`src/rtl/cmdq_i2c_master.sv`:
```
`timescale 1ns/1ps
module cmdq_i2c_master #(
  parameter int          DEPTH  = 16,
  parameter logic [31:0] REV_ID = 32'h0000_0106
) (
  input  logic        clk,
  input  logic        rst_n,
  input  logic        bus_wr,
  input  logic        bus_rd,
  input  logic [7:0]  bus_addr,
  input  logic [31:0] bus_wdata,
  output logic [31:0] bus_rdata,
  output logic        scl_pull,
  output logic        sda_pull,
  input  logic        sda_in,
  output logic        irq
);
  localparam int AW   = $clog2(DEPTH);
  localparam int CW   = 11;
  localparam int DW   = 8;
  localparam int CNTW = DW + 2;

  localparam int W_START = 8;
  localparam int W_STOP  = 9;
  localparam int W_READ  = 10;
  localparam int B_OVF   = 0;
  localparam int B_NACK  = 21;
  localparam int B_DONE  = 27;
  localparam int C_TXCLR = 9;
  localparam int C_RXCLR = 10;
  localparam int C_EN    = 11;

  localparam logic [7:0] A_TX  = 8'h00;
  localparam logic [7:0] A_RX  = 8'h04;
  localparam logic [7:0] A_STS = 8'h14;
  localparam logic [7:0] A_MSK = 8'h18;
  localparam logic [7:0] A_CTL = 8'h1C;
  localparam logic [7:0] A_REV = 8'h28;

  typedef enum logic [3:0] {
    S_IDLE, S_PRE, S_FALL, S_BLO, S_BHI, S_ALO, S_AHI, S_PLO, S_PHI, S_PEND
  } seq_t;

  // register decode
  logic tx_wr, ctl_wr, sts_wr, msk_wr, rx_rd;
  assign tx_wr  = bus_wr && bus_addr == A_TX;
  assign ctl_wr = bus_wr && bus_addr == A_CTL;
  assign sts_wr = bus_wr && bus_addr == A_STS;
  assign msk_wr = bus_wr && bus_addr == A_MSK;
  assign rx_rd  = bus_rd && bus_addr == A_RX;

  logic          en;
  logic [DW-1:0] div;
  logic [31:0]   msk;
  logic          tx_flush, rx_flush;
  assign tx_flush = ctl_wr && bus_wdata[C_TXCLR];
  assign rx_flush = ctl_wr && bus_wdata[C_RXCLR];

  always_ff @(posedge clk or negedge rst_n)
    if (!rst_n) begin
      en  <= 1'b0;
      div <= '0;
      msk <= '0;
    end else begin
      if (ctl_wr) begin
        en  <= bus_wdata[C_EN];
        div <= bus_wdata[DW-1:0];
      end
      if (msk_wr) msk <= bus_wdata;
    end

  // transmit queue
  logic [CW-1:0] txm [DEPTH];
  logic [AW:0]   txw, txr;
  logic          tx_empty, tx_full, tx_push, tx_pop;
  logic [CW-1:0] tx_head;
  assign tx_empty = txw == txr;
  assign tx_full  = (txw[AW] != txr[AW]) && (txw[AW-1:0] == txr[AW-1:0]);
  assign tx_push  = tx_wr && !tx_full;
  assign tx_head  = txm[txr[AW-1:0]];

  always_ff @(posedge clk or negedge rst_n)
    if (!rst_n) begin
      txw <= '0;
      txr <= '0;
    end else if (tx_flush) begin
      txw <= '0;
      txr <= '0;
    end else begin
      if (tx_push) txw <= txw + 1'b1;
      if (tx_pop)  txr <= txr + 1'b1;
    end

  always_ff @(posedge clk)
    if (tx_push) txm[txw[AW-1:0]] <= bus_wdata[CW-1:0];

  // receive queue
  logic [DW-1:0] rxm [DEPTH];
  logic [AW:0]   rxw, rxr;
  logic          rx_empty, rx_full, rx_push, rx_pop, rx_push_req;
  assign rx_empty = rxw == rxr;
  assign rx_full  = (rxw[AW] != rxr[AW]) && (rxw[AW-1:0] == rxr[AW-1:0]);
  assign rx_push  = rx_push_req && !rx_full;
  assign rx_pop   = rx_rd && !rx_empty;

  logic [DW-1:0] sh;

  always_ff @(posedge clk or negedge rst_n)
    if (!rst_n) begin
      rxw <= '0;
      rxr <= '0;
    end else if (rx_flush) begin
      rxw <= '0;
      rxr <= '0;
    end else begin
      if (rx_push) rxw <= rxw + 1'b1;
      if (rx_pop)  rxr <= rxr + 1'b1;
    end

  always_ff @(posedge clk)
    if (rx_push) rxm[rxw[AW-1:0]] <= sh;

  // bus sequencer
  seq_t            st;
  logic [CNTW-1:0] cnt;
  logic [2:0]      bitn;
  logic [DW-1:0]   rdn;
  logic            rd_f, stop_f, owned, skip, nacked;
  logic            tick, fetch, set_done, set_nack;

  assign tick        = cnt == {div, 2'b11};
  assign fetch       = st == S_IDLE && en && !tx_empty;
  assign tx_pop      = fetch;
  assign rx_push_req = st == S_AHI && tick && rd_f;
  assign set_nack    = st == S_AHI && tick && !rd_f && sda_in;
  assign set_done    = (st == S_PEND && tick && !(nacked && !stop_f))
                    || (fetch && skip && tx_head[W_STOP]);

  always_ff @(posedge clk or negedge rst_n)
    if (!rst_n) cnt <= '0;
    else if (st == S_IDLE || tick) cnt <= '0;
    else cnt <= cnt + 1'b1;

  always_ff @(posedge clk or negedge rst_n)
    if (!rst_n) begin
      st     <= S_IDLE;
      bitn   <= '0;
      sh     <= '0;
      rdn    <= '0;
      rd_f   <= 1'b0;
      stop_f <= 1'b0;
      owned  <= 1'b0;
      skip   <= 1'b0;
      nacked <= 1'b0;
    end else begin
      case (st)
        S_IDLE: if (fetch) begin
          if (skip) begin
            if (tx_head[W_STOP]) skip <= 1'b0;
          end else begin
            stop_f <= tx_head[W_STOP];
            rd_f   <= tx_head[W_READ];
            bitn   <= 3'd7;
            if (tx_head[W_READ]) begin
              rdn <= tx_head[DW-1:0];
              sh  <= '0;
              if (tx_head[DW-1:0] != '0)            st <= S_BLO;
              else if (tx_head[W_STOP] && owned)    st <= S_PLO;
            end else begin
              sh <= tx_head[DW-1:0];
              st <= (tx_head[W_START] || !owned) ? S_PRE : S_BLO;
            end
          end
        end
        S_PRE:  if (tick) st <= S_FALL;
        S_FALL: if (tick) begin
          st    <= S_BLO;
          owned <= 1'b1;
        end
        S_BLO:  if (tick) st <= S_BHI;
        S_BHI:  if (tick) begin
          sh <= {sh[DW-2:0], sda_in};
          if (bitn == 3'd0) st <= S_ALO;
          else begin
            bitn <= bitn - 1'b1;
            st   <= S_BLO;
          end
        end
        S_ALO:  if (tick) st <= S_AHI;
        S_AHI:  if (tick) begin
          bitn <= 3'd7;
          if (rd_f) begin
            rdn <= rdn - 1'b1;
            if (rdn == 8'd1) st <= stop_f ? S_PLO : S_IDLE;
            else             st <= S_BLO;
          end else if (sda_in) begin
            nacked <= 1'b1;
            st     <= S_PLO;
          end else begin
            st <= stop_f ? S_PLO : S_IDLE;
          end
        end
        S_PLO:  if (tick) st <= S_PHI;
        S_PHI:  if (tick) st <= S_PEND;
        S_PEND: if (tick) begin
          st     <= S_IDLE;
          owned  <= 1'b0;
          nacked <= 1'b0;
          if (nacked && !stop_f) skip <= 1'b1;
        end
        default: st <= S_IDLE;
      endcase
      if (tx_flush) skip <= 1'b0;
    end

  always_comb
    case (st)
      S_IDLE:                     scl_pull = owned;
      S_BLO, S_ALO, S_PLO:        scl_pull = 1'b1;
      default:                    scl_pull = 1'b0;
    endcase

  always_comb
    case (st)
      S_FALL, S_PLO, S_PHI:       sda_pull = 1'b1;
      S_BLO, S_BHI:               sda_pull = !rd_f && !sh[DW-1];
      S_ALO, S_AHI:               sda_pull = rd_f && !(rdn == 8'd1 && stop_f);
      default:                    sda_pull = 1'b0;
    endcase

  // status
  logic sts_done, sts_nack, sts_ovf;
  always_ff @(posedge clk or negedge rst_n)
    if (!rst_n) begin
      sts_done <= 1'b0;
      sts_nack <= 1'b0;
      sts_ovf  <= 1'b0;
    end else begin
      if (set_done) sts_done <= 1'b1;
      else if (sts_wr && bus_wdata[B_DONE]) sts_done <= 1'b0;
      if (set_nack) sts_nack <= 1'b1;
      else if (sts_wr && bus_wdata[B_NACK]) sts_nack <= 1'b0;
      if (tx_wr && tx_full) sts_ovf <= 1'b1;
      else if (sts_wr && bus_wdata[B_OVF]) sts_ovf <= 1'b0;
    end

  logic [31:0] sts_vec;
  always_comb begin
    sts_vec         = '0;
    sts_vec[B_DONE] = sts_done;
    sts_vec[B_NACK] = sts_nack;
    sts_vec[B_OVF]  = sts_ovf;
  end

  assign irq = |(sts_vec & msk);

  always_comb
    case (bus_addr)
      A_RX:    bus_rdata = {23'b0, rx_empty, rx_empty ? 8'h00 : rxm[rxr[AW-1:0]]};
      A_STS:   bus_rdata = sts_vec;
      A_MSK:   bus_rdata = msk;
      A_CTL:   bus_rdata = {20'b0, en, 3'b000, div};
      A_REV:   bus_rdata = REV_ID;
      default: bus_rdata = '0;
    endcase


  ovf_drop_chk: assert property (@(posedge clk) disable iff (!rst_n)
    (tx_wr && tx_full) |=> sts_ovf);


  sda_edge_chk: assert property (@(posedge clk) disable iff (!rst_n)
    (!scl_pull && $past(!scl_pull) && !$stable(sda_pull)) |-> (st == S_FALL || st == S_PEND));


  irq_mask_chk: assert property (@(posedge clk) disable iff (!rst_n)
    (msk_wr && bus_wdata == 32'h0) |=> !irq);


  flush_chk: assert property (@(posedge clk) disable iff (!rst_n)
    (ctl_wr && bus_wdata[C_TXCLR] && bus_wdata[C_RXCLR]) |=> (tx_empty && rx_empty));


  done_idle_chk: assert property (@(posedge clk) disable iff (!rst_n)
    $rose(sts_done) |-> (!scl_pull && !sda_pull));
endmodule

```
`config.mk`:
```
export PLATFORM = sky130hd
export DESIGN_NAME = cmdq_i2c_master
export DESIGN_NICKNAME = d
export VERILOG_FILES = /design/src/rtl/cmdq_i2c_master.sv
export SDC_FILE = /design/constraint.sdc
export NUM_CORES = 1
export LEC_CHECK = 0
export BUFFER_PORTS_ARGS = -buffer_cell sky130_fd_sc_hd__buf_2
export CAP_MARGIN = 20
export CORE_MARGIN = 5
export CORE_UTILIZATION = 37
export CTS_CLUSTER_DIAMETER = 40
export DETAILED_ROUTE_END_ITERATION = 10
export PLACE_DENSITY_LB_ADDON = 0.2
export SLEW_MARGIN = 20
export SYNTH_ARGS = -nofsm -noshare
export SYNTH_HDL_FRONTEND = slang
export SYNTH_SLANG_ARGS = --single-unit
```
`constraint.sdc`:
```
create_clock -name clk -period 3.6 [get_ports clk]
set_input_delay 0.18 -clock clk [delete_from_list [all_inputs] [get_ports clk]]
set_output_delay 0.18 -clock clk [all_outputs]
set_load 0.005 [all_outputs]
```
# Word level (Yosys, flattened, before mapping)
# Memory sizes are Yosys's and may differ from the RTL's.
# Cells that the tools add are included.
# op_classes
n_addsub,7
n_eq_ne,42
muxes,75
bitwise_logic,2
n_reduce_logical,74
# op_table
op,n
$pmux 32 s5,1
$mux 8,10
$mux 4,15
$mux 5,8
$pmux 4 s10,1
$and 28x32->32,1
$ne 2x2->1 const B,16
$pmux 8 s2,2
$reduce_or 32->1,1
$logic_and 1x1->1,31
$mux 3,9
$eq 8x5->1 const B,3
$reduce_bool 2->1,11
$mux 1,21
$add 5x1->5 const B,4
$eq 4x3->1 const B,4
$reduce_and 12->1,1
$reduce_and 6->1,2
$add 10x1->10 const B,1
$eq 10x10->1,1
$eq 5x5->1,2
$logic_not 1->1,10
$mux 10,1
$pmux 3 s3,1
other kinds (28),43
# word_totals
ff_bits,102
ram_bits,304
input_bits,45
output_inout_bits,35
wordCells,222
n_memories,2
# memory_table
name,words,width,read_ports,rd_ports_with_merged_regs,wr,line_no,rtl
txm,16,11,1,0,1,73,logic [CW-1:0] txm [DEPTH];
rxm,16,8,1,0,1,98,logic [DW-1:0] rxm [DEPTH];

# Depth between registers and ports, before layout
# Gate-level depths: netlist of the first run.
# An unclocked memory read counts as a cell.
# logic_depth
depth_word,8
depth_mapped,10
depth_no_buf,8

# Worst setup path after synthesis of the first run
# No wires, ideal clock.
# synth_timing
kind,in2reg
from,input bus_addr[1]
to,memory txm[4][0] (enable)
setup_time_ps,393
t_arrival_ps,2249
t_required_ps,3207
slack_ps,958
stages,5
path_buffers,0
cell_sequence,or4_4 nor4_4 a21boi_2 nand2_1 nor3_1
# synth_via
elab_chain_len,5
# synth_rtl
element,line_no,rtl
"start, declared",10,"input logic [7:0] bus_addr,"
$logic_not 8->1,46,assign tx_wr = bus_wr && bus_addr == A_TX;
$logic_and 1x1->1,46,
$logic_and 1x1->1,79,assign tx_push = tx_wr && !tx_full;
$mux 1,95,if (tx_push) txm[txw[AW-1:0]] <= bus_wdata[CW-1:0];
$mux 1 (implied by the code),95,
"end, declared",73,
# Every way passes these cells.

# Worst setup path after layout of the first run
# layout_timing
from,register rxr[0]
to,output bus_rdata[5]
# layout_via
elab_chain_len,3
word_cells_on_any_way,4
classes_between,eq/ne (1); mux (2); memory (1)
# layout_rtl
element,line_no,rtl
"start, declared",99,"logic [AW:0] rxw, rxr;"
"start signal, assigned",117,if (rx_pop) rxr <= rxr + 1'b1;
$mem_v2 16x8 or $eq 5x5->1 (tied branches),--,
$mux 8 *,259,"A_RX: bus_rdata = {23'b0, rx_empty, rx_empty ? 8'h00 : rxm[rxr[AW-1:0]]};"
$pmux 32 s5 *,258,case (bus_addr)
"end, declared",12,"output logic [31:0] bus_rdata,"
# Mark *: on every way between the ends. The rest lies on a longest branch, timed or not.

==> out/qor.csv, run 1 <==
stage;metric;value;unit
worst_setup_path;nature of the critical path endpoint;output port;
worst_setup_path;reg2reg start;st[1];
worst_setup_path;R2R Setup Slk;470;ps
sta;slew of the pin with the lowest slew margin;965;ps
synth;top area cells in the synthesized netlist;edfxtp_1 (52%), dfrtp_1 (15%), mux4_2 (10%), mux2_2 (3.2%), nand2_1 (1.6%);
global_route;initial antenna violation count;0;
die;Die Wd;227;µm
die;die area;51700;µm²
worst_setup_path;Critical Path RT;3420;ps
routing;1st-pass router iterations;5;
finish;fin util;45.7;%
synth;Post-synth top cells;edfxtp_1 (304), dfrtp_1 (102), mux4_2 (78), nand2_1 (74), nor2_1 (72);
synth;number of library cell types mapped by synthesis;74;
outcome;status;finished clean;
synth;post-synthesis cell count;1081;
sta;slew margin rel.;35.7;%
sta;Fin Setup TNS;0;ps
synth;most common cell in the netlist;edfxtp_1;
clocking;htree depth;2;
placed_design;Setup Slack @ Placement;464;ps
routing;Total Wirelength;41500;µm
clocking;CTS root buf;clkbuf_16;
routing;Initial DRC Count;720;
synth;Post-Syn Area per Cell;16.2;µm²
synth;Post-Syn Area;17500;µm²
global_route;vias in the first global route;10300;
clocking;clk_lat worst skew;620;ps
routing;DRT antenna net count;0;
routing;Residual DRC;0;
die;core region area;46700;µm²
job;maximum capacitance violations;0;
worst_setup_path;r2r worst-path depth;6;
finish;fraction of layout cells with a size suffix above 1;30.1;%
synth;Synth top area share;52.2;%
pwr;Pwr Density;676;nW/µm²
placed_design;placed cells;1759;
clocking;clock buffer count from CTS;61;
sta;Final Cycle Share;90.6;%
clocking;clock slew seen by the registers of the worst setup and hold paths;50;ps
sta;Final Setup Violations;0;
sta;RSZ-0062 raised after global routing;false;
finish;post-route insts no fill;1910;
sta;maximum clock frequency;0.306;GHz
sta;Period minus WS final;3260;ps
worst_hold_path;origin of the worst min-delay path;bus_addr[5];
placed_design;RD Place Congestion;0.808;
synth;sequential area share after synthesis;66.8;%
worst_setup_path;WS Path Type;reg2out;
pwr;worst IR drop on VDD;526;µV
global_route;first-pass GRT wire length;63400;µm
clocking;CTS tree;yes;
routing;vias per cell;5.23;
sta;Final Skew;35.8;ps
sta;max-slew violation count;0;
placed_design;DP HPWL;27100;µm
global_route;global route overflow;0;
pwr;Leakage;7.87;nW
worst_setup_path;CP arrival;3080;ps
synth;syn_nets;1141;
worst_hold_path;Worst Hold Path Cells;3;
clocking;clk buf depth;3;
worst_setup_path;Critical Path Source Type;register;
synth;cell taking the most area after synthesis;edfxtp_1;
routing;wire per inst;21.7;µm
sta;Hold Fails Final Rpt;0;
routing;vias;9986;
global_route;largest net degree at the start of global routing;39;
worst_hold_path;HP Class;in2reg;
sta;Setup WS post-layout;337;ps
finish;fin nets;1310;
pwr;final total power;0.0144;W
die;Starting Density;37.5;%
synth;Syn. warnings;0;
die;Core Rows;79;
global_route;total global-route track usage;16.1;%
worst_setup_path;worst-path fanout max;35;
die;# IOs;80;
synth;#FFs+latches synth;406;
die;DIE HEIGHT;227;µm
finish;synth-to-layout area growth;22.0;%
synth;Synth Flop Type;edfxtp_1;
synth;FFs w/ async S/R, synth;25.1;%
placed_design;IO buf count;79;
worst_setup_path;Critical Path Start;rxr[0];
synth;Post-synth EDFFs;304;
clocking;TritonCTS Sinks;406;
clocking;Post-CTS Setup Bufs;0;
finish;Antenna diodes;0;
==> state kept, by name, indices dropped and copies added, names as in the netlist, 5 cells and up <==
register  flops
div           8
msk          32
txr           5
rdn           8
rxw           5
txw           5
rxr           5
rxm         128
sh            8
txm         176
cnt          10
==> where the power goes <==
group / switching [W] / leakage, nW / internal, W
Sequential: 0.000418 / 4.07 / 0.00534
Clock: 0.00228 / 1.06 / 0.00397
Combinational: 0.00133 / 2.75 / 0.00107
Total: 0.00402 / 7.87 / 0.0104
==> final timing paths <==
check	to
setup / recovery	bus_rdata[5]
max in group asynchronous	skip
min in group asynchronous	rxr[3]
hold reg to reg	cnt[0]
setup reg to reg	rxm[4][0]
hold / removal	sts_ovf
==> kinds of logic (layout without fill, tap and decap cells) <==
| kind of cell | after synthesis | in the layout | synth area share [%] |
|---|---|---|---|
| flops | 406 | 406 | 66.8 |
| simple gates | 273 | 273 | 7.83 |
| mux | 151 | 151 | 15.4 |
| compound gates | 114 | 114 | 4.64 |
| buf+inv | 80 | 302 | 2.15 |
| xor+xnor | 42 | 42 | 2.10 |
| fa+ha+maj | 15 | 15 | 1.07 |
==> metal layers <==
metal	up-vias	GRT usage [%]	part of all wire [%]
met5	-	0	0
met4	0	4.19	1.8
met3	61	3.16	5.9
met2	253	25.8	47
met1	5135	22.9	45
li1	4537	-	-
==> layout by cell type, fill, tap and decap left out, types with 4 or more instances in the layout <==
| master | instances |
|---|---|
| clkinv_4 | 6 |
| clkinvlp_4 | 7 |
| nor3_1 | 12 |
| buf_2 | 78 |
| nand2_1 | 74 |
| clkinv_1 | 6 |
| a21oi_1 | 24 |
| buf_4 | 45 |
| dlygate4sd3_1 | 35 |
| and3_1 | 5 |
| nor4_1 | 5 |
| o31a_1 | 4 |
| dfrtp_1 | 99 |
| nand4_1 | 10 |
| edfxtp_1 | 304 |
| nor3_2 | 4 |
| clkbuf_16 | 61 |
| nor2b_1 | 8 |
| inv_6 | 11 |
| clkinv_2 | 8 |
| mux2_2 | 50 |
| nand2b_1 | 6 |
| o21ai_0 | 31 |
| ha_1 | 15 |
| bufinv_16 | 11 |
| mux4_1 | 8 |
| nor4_2 | 5 |
| xor2_1 | 25 |
| xnor2_1 | 17 |
| nor2_1 | 72 |
| a22oi_1 | 13 |
| mux2i_1 | 13 |
| nand3_1 | 26 |
| inv_1 | 26 |
| mux4_2 | 78 |
| and2_1 | 23 |
==> final cells by class <==
class                           count  area (µm²)
Tap cell                          607         759
Multi-Input combinational cell    595        5480
Inverter                           27         101
Timing Repair Buffer              159        1100
Fill cell                        4072       25300
Clock buffer                       65        1550
Clock inverter                     51         652
Sequential cell                   406       11700
==> through the flow <==
step,hold slack [ps],instance area [µm²]
2_1_floorplan,-116,17500
3_3_place_gp,170,18800
6_report,41.8,21300
3_5_place_dp,165,18800
4_1_cts,5.86,21300
5_1_grt,18.6,21300
==> critical path: stages (launching register included) <==
cell,delay (ps)
dfrtp_2,370
buf_4,550
mux4_2,640
mux4_2,520
inv_1,70
o21ai_0,110
buf_2,160
==> what timing repair did <==
item | CTS | global route
endpoints found under the setup margin | 0 | 0
resized for setup | 0 | 0
hold buffers | 35 | 0
hold endpoints to repair | 165 | 0
Note: power is estimated with default switching activity, not from simulation.
==> inputs of run 2 (changes only) <==
--- a/config.mk
+++ b/config.mk
@@ -5,6 +5,7 @@
 export SDC_FILE = /design/constraint.sdc
 export NUM_CORES = 1
 export LEC_CHECK = 0
+export ABC_AREA = 1
 export BUFFER_PORTS_ARGS = -buffer_cell sky130_fd_sc_hd__buf_2
 export CAP_MARGIN = 20
 export CORE_MARGIN = 5
==> run 2 against run 1 <==
Compared with the run above: total power rose by 2.8%; critical endpoint is now bus_rdata[2]; fmax rose by 1.4%; sequential cell count did not move; synthesized cell count rose by 62%; first-iteration DRC count rose by 41%; critical path depth rose by 2; combinational power rose by 34%; die area rose by 3.5%; routed wire length rose by 15%; global-route usage rose by 1.6 points; worst hold slack got worse by 9.8 ps.
==> out/qor.csv, run 2 <==
stage;metric;value;unit;change
die;Die Wd;231;µm;was 227 µm
global_route;first-pass GRT wire length;73800;µm;was 63400 µm
sta;Final Setup Violations;0;;unchanged
synth;Post-synth top cells;nand2_1 (342), edfxtp_1 (304), nor2_1 (276), inv_1 (169), o21ai_0 (122);;was edfxtp_1 (304), dfrtp_1 (102), mux4_2 (78), nand2_1 (74), nor2_1 (72)
synth;Post-Syn Area;18100;µm²;was 17500 µm²
sta;Final Skew;75.0;ps;was 35.8 ps
die;DIE HEIGHT;231;µm;was 227 µm
routing;vias per cell;5.07;;was 5.23
sta;Period minus WS final;3220;ps;was 3260 ps
sta;Hold Fails Final Rpt;0;;unchanged
clocking;clk buf depth;3;;unchanged
finish;Antenna diodes;0;;unchanged
worst_setup_path;r2r worst-path depth;8;;was 6
synth;post-synthesis cell count;1752;;was 1081
placed_design;RD Place Congestion;0.852;;was 0.808
finish;commonest cells after routing, fill and taps aside;nand2_1 (341), edfxtp_1 (304), nor2_1 (276);;was edfxtp_1 (304), dfrtp_1 (99), mux4_2 (78), buf_2 (78), nand2_1 (74)
worst_setup_path;WS Path Type;reg2out;;unchanged
synth;sequential area share after synthesis;64.5;%;was 66.8%
clocking;htree depth;2;;unchanged
worst_hold_path;HP Class;in2reg;;unchanged
synth;syn_nets;1812;;was 1141
routing;vias;13000;;was 9986
finish;flip-flop count of the largest register after layout;176;;unchanged
synth;#FFs+latches synth;406;;unchanged
finish;fin nets;1951;;was 1310
sta;WHS;32.0;ps;was 41.8 ps
worst_setup_path;Critical Path RT;3420;ps;about the same
worst_setup_path;CP arrival;3040;ps;was 3080 ps
sta;maximum clock frequency;0.311;GHz;was 0.306 GHz
placed_design;IO buf count;79;;unchanged
finish;synth-to-layout area growth;19.2;%;was 22.0%
synth;FFs w/ async S/R, synth;25.1;%;unchanged
job;maximum capacitance violations;0;;unchanged
synth;Post-synth EDFFs;304;;unchanged
pwr;Pwr Density;686;nW/µm²;was 676 nW/µm²
routing;Initial DRC Count;1014;;was 720
routing;Total Wirelength;47700;µm;was 41500 µm
synth;Post-Syn Area per Cell;10.3;µm²;was 16.2 µm²
placed_design;DP HPWL;30900;µm;was 27100 µm
global_route;initial antenna violation count;1;;was 0
synth;number of library cell types mapped by synthesis;52;;was 74
clocking;clock buffer count from CTS;60;;was 61
global_route;vias in the first global route;12700;;was 10300
die;Core Rows;81;;was 79
synth;top area cells in the synthesized netlist;edfxtp_1 (50%), dfrtp_1 (14%), nand2_1 (7.1%), nor2_1 (5.7%), inv_1 (3.5%);;was edfxtp_1 (52%), dfrtp_1 (15%), mux4_2 (10%), mux2_2 (3.2%), nand2_1 (1.6%)
sta;max-slew violation count;0;;unchanged
pwr;worst IR drop on VDD;395;µV;was 526 µV
global_route;largest net degree at the start of global routing;93;;was 39
synth;Synth Flop Type;edfxtp_1;;unchanged
worst_setup_path;Critical Path Start;rxr[0];;unchanged
synth;cell taking the most area after synthesis;edfxtp_1;;unchanged
clocking;TritonCTS Sinks;406;;unchanged
finish;most common cell after layout, fill and taps aside;nand2_1;;was edfxtp_1
clocking;post-CTS sizing;0;;unchanged
clocking;clk_lat worst skew;650;ps;was 620 ps
routing;1st-pass router iterations;7;;was 5
clocking;CTS root buf;clkbuf_16;;unchanged
clocking;clock slew seen by the registers of the worst setup and hold paths;60;ps;was 50 ps
synth;Synth top area share;50.4;%;was 52.2%
sta;slew of the pin with the lowest slew margin;1060;ps;was 965 ps
outcome;status;finished clean;;unchanged
sta;slew margin rel.;29.3;%;was 35.7%
synth;most common cell in the netlist;nand2_1;;was edfxtp_1
worst_setup_path;R2R Setup Slk;690;ps;was 470 ps
worst_setup_path;Critical Path Source Type;register;;unchanged
pwr;Gate power share;21.7;%;was 16.7%
pwr;Leakage;8.75;nW;was 7.87 nW
pwr;Clk pwr share;39.5;%;was 43.4%
sta;RSZ-0062 raised after global routing;false;;unchanged
routing;DRT antenna net count;0;;unchanged
pwr;sequential power share;38.8;%;was 40.0%
routing;Residual DRC;0;;unchanged
sta;Fin Setup TNS;0;ps;unchanged
global_route;global route overflow;0;;unchanged
finish;fraction of layout cells with a size suffix above 1;13.5;%;was 30.1%
clocking;CTS tree;yes;;unchanged
worst_setup_path;worst-path fanout max;37;;was 35
pwr;Int Pwr;0.00995;W;was 0.0104 W
die;Starting Density;37.2;%;was 37.5%
pwr;net switching fraction of the power;32.9;%;was 27.9%
die;die area;53500;µm²;was 51700 µm²
pwr;Net Switching;0.00487;W;was 0.00402 W
die;# IOs;80;;unchanged
routing;wire per inst;18.6;µm;was 21.7 µm
worst_setup_path;worst r2r dst;rxm[12][5];;was rxm[4][0]
global_route;total global-route track usage;17.8;%;was 16.1%
worst_setup_path;reg2reg start;rxr[0];;was st[1]
sta;Final Cycle Share;89.4;%;was 90.6%
die;core region area;48600;µm²;was 46700 µm²
worst_setup_path;nature of the critical path endpoint;output port;;unchanged
worst_setup_path;CP endpoint;bus_rdata[2];;was bus_rdata[5]
synth;Syn. warnings;0;;unchanged
-- run 2: changes by cell type after synthesis, sizes merged, moves of 24 or more --
cell   delta
nand3    +70
mux2     -42
nand2   +274
o21ai   +116
inv     +150
and2     -24
nor2    +215
mux4     -86
a21oi    +35
-- run 2: worst min path at each step --
stage | startpoint | endpoint | slack (ps) | depth (start not counted)
2_1_floorplan | rst_n | bitn[0] | -120 | 0
3_3_place_gp | rst_n | rxw[2] | 360 | 1
3_5_place_dp | rst_n | rxw[2] | 360 | 1
4_1_cts | bus_wdata[10] | txm[9][10] | 1 | 1
5_1_grt | bus_wdata[10] | txm[9][10] | 10 | 1
6_report | bus_addr[2] | sts_ovf | 30 | 4
-- run 2: kinds of logic (layout without fill, tap and decap cells) --
family / after synthesis / after routing / synth area share [%]
compound gates: 277 / 277 / 8.99
xor+xnor: 11 / 11 / 0.532
fa+ha+maj: 15 / 15 / 1.04
buf+inv: 248 / 438 / 5.89
flops: 406 / 406 / 64.5
mux: 22 / 22 / 1.28
simple gates: 773 / 773 / 17.8
-- run 2: per-layer routing --
metal / wire length, µm / GRT usage, %
met1: 20500 / 23.4
met2: 23500 / 30.0
met3: 2640 / 3.75
met4: 1090 / 4.66
met5: 7 / 0
-- run 2: cell type report --
cell class,count,area (µm²)
Tap cell,622,778
Inverter,179,672
Fill cell,4616,27000
Timing Repair Buffer,146,1010
Clock inverter,48,557
Sequential cell,406,11700
Multi-Input combinational cell,1098,5370
Clock buffer,65,1520
-- run 2: critical path: stages, from the launching register on --
cell	delay, ps
dfrtp_2	660
buf_4	480
o21ai_0	220
o221ai_1	220
nand3_1	130
nand2_1	140
a21oi_1	70
o21ai_0	280
buf_2	170
-- run 2: what timing repair did --
item / 4_1_cts / 5_1_grt
endpoints found under the hold margin: 241 / 0
hold buffers: 34 / 0
buffers inserted: 0 / 0
-- run 2: metrics by stage --
| step | worst slack [ps] | area (µm²) | util [%] | instances | power, W |
|---|---|---|---|---|---|
| after floorplan | 1530 | 18100 | - | 1752 | 0.00809 |
| after global placement | 809 | 19200 | 39.4 | 2417 | 0.00903 |
| after detailed placement | 738 | 19200 | 39.4 | 2417 | 0.00906 |
| after CTS | 348 | 21600 | 44.4 | 2564 | 0.0150 |
| after global routing | 83.5 | 21600 | 44.4 | 2564 | 0.0156 |
| final | 382 | 21600 | 44.4 | 2564 | 0.0148 |
-- run 2: power groups by stage --
stage	clock, W	combinational [W]	sequential (W)
5_1_grt	0.00622	0.00364	0.00578
4_1_cts	0.00599	0.00326	0.00575
6_report	0.00586	0.00321	0.00575
2_1_floorplan	0	0.00245	0.00564
3_3_place_gp	0	0.00319	0.00584
3_5_place_dp	0	0.00322	0.00584
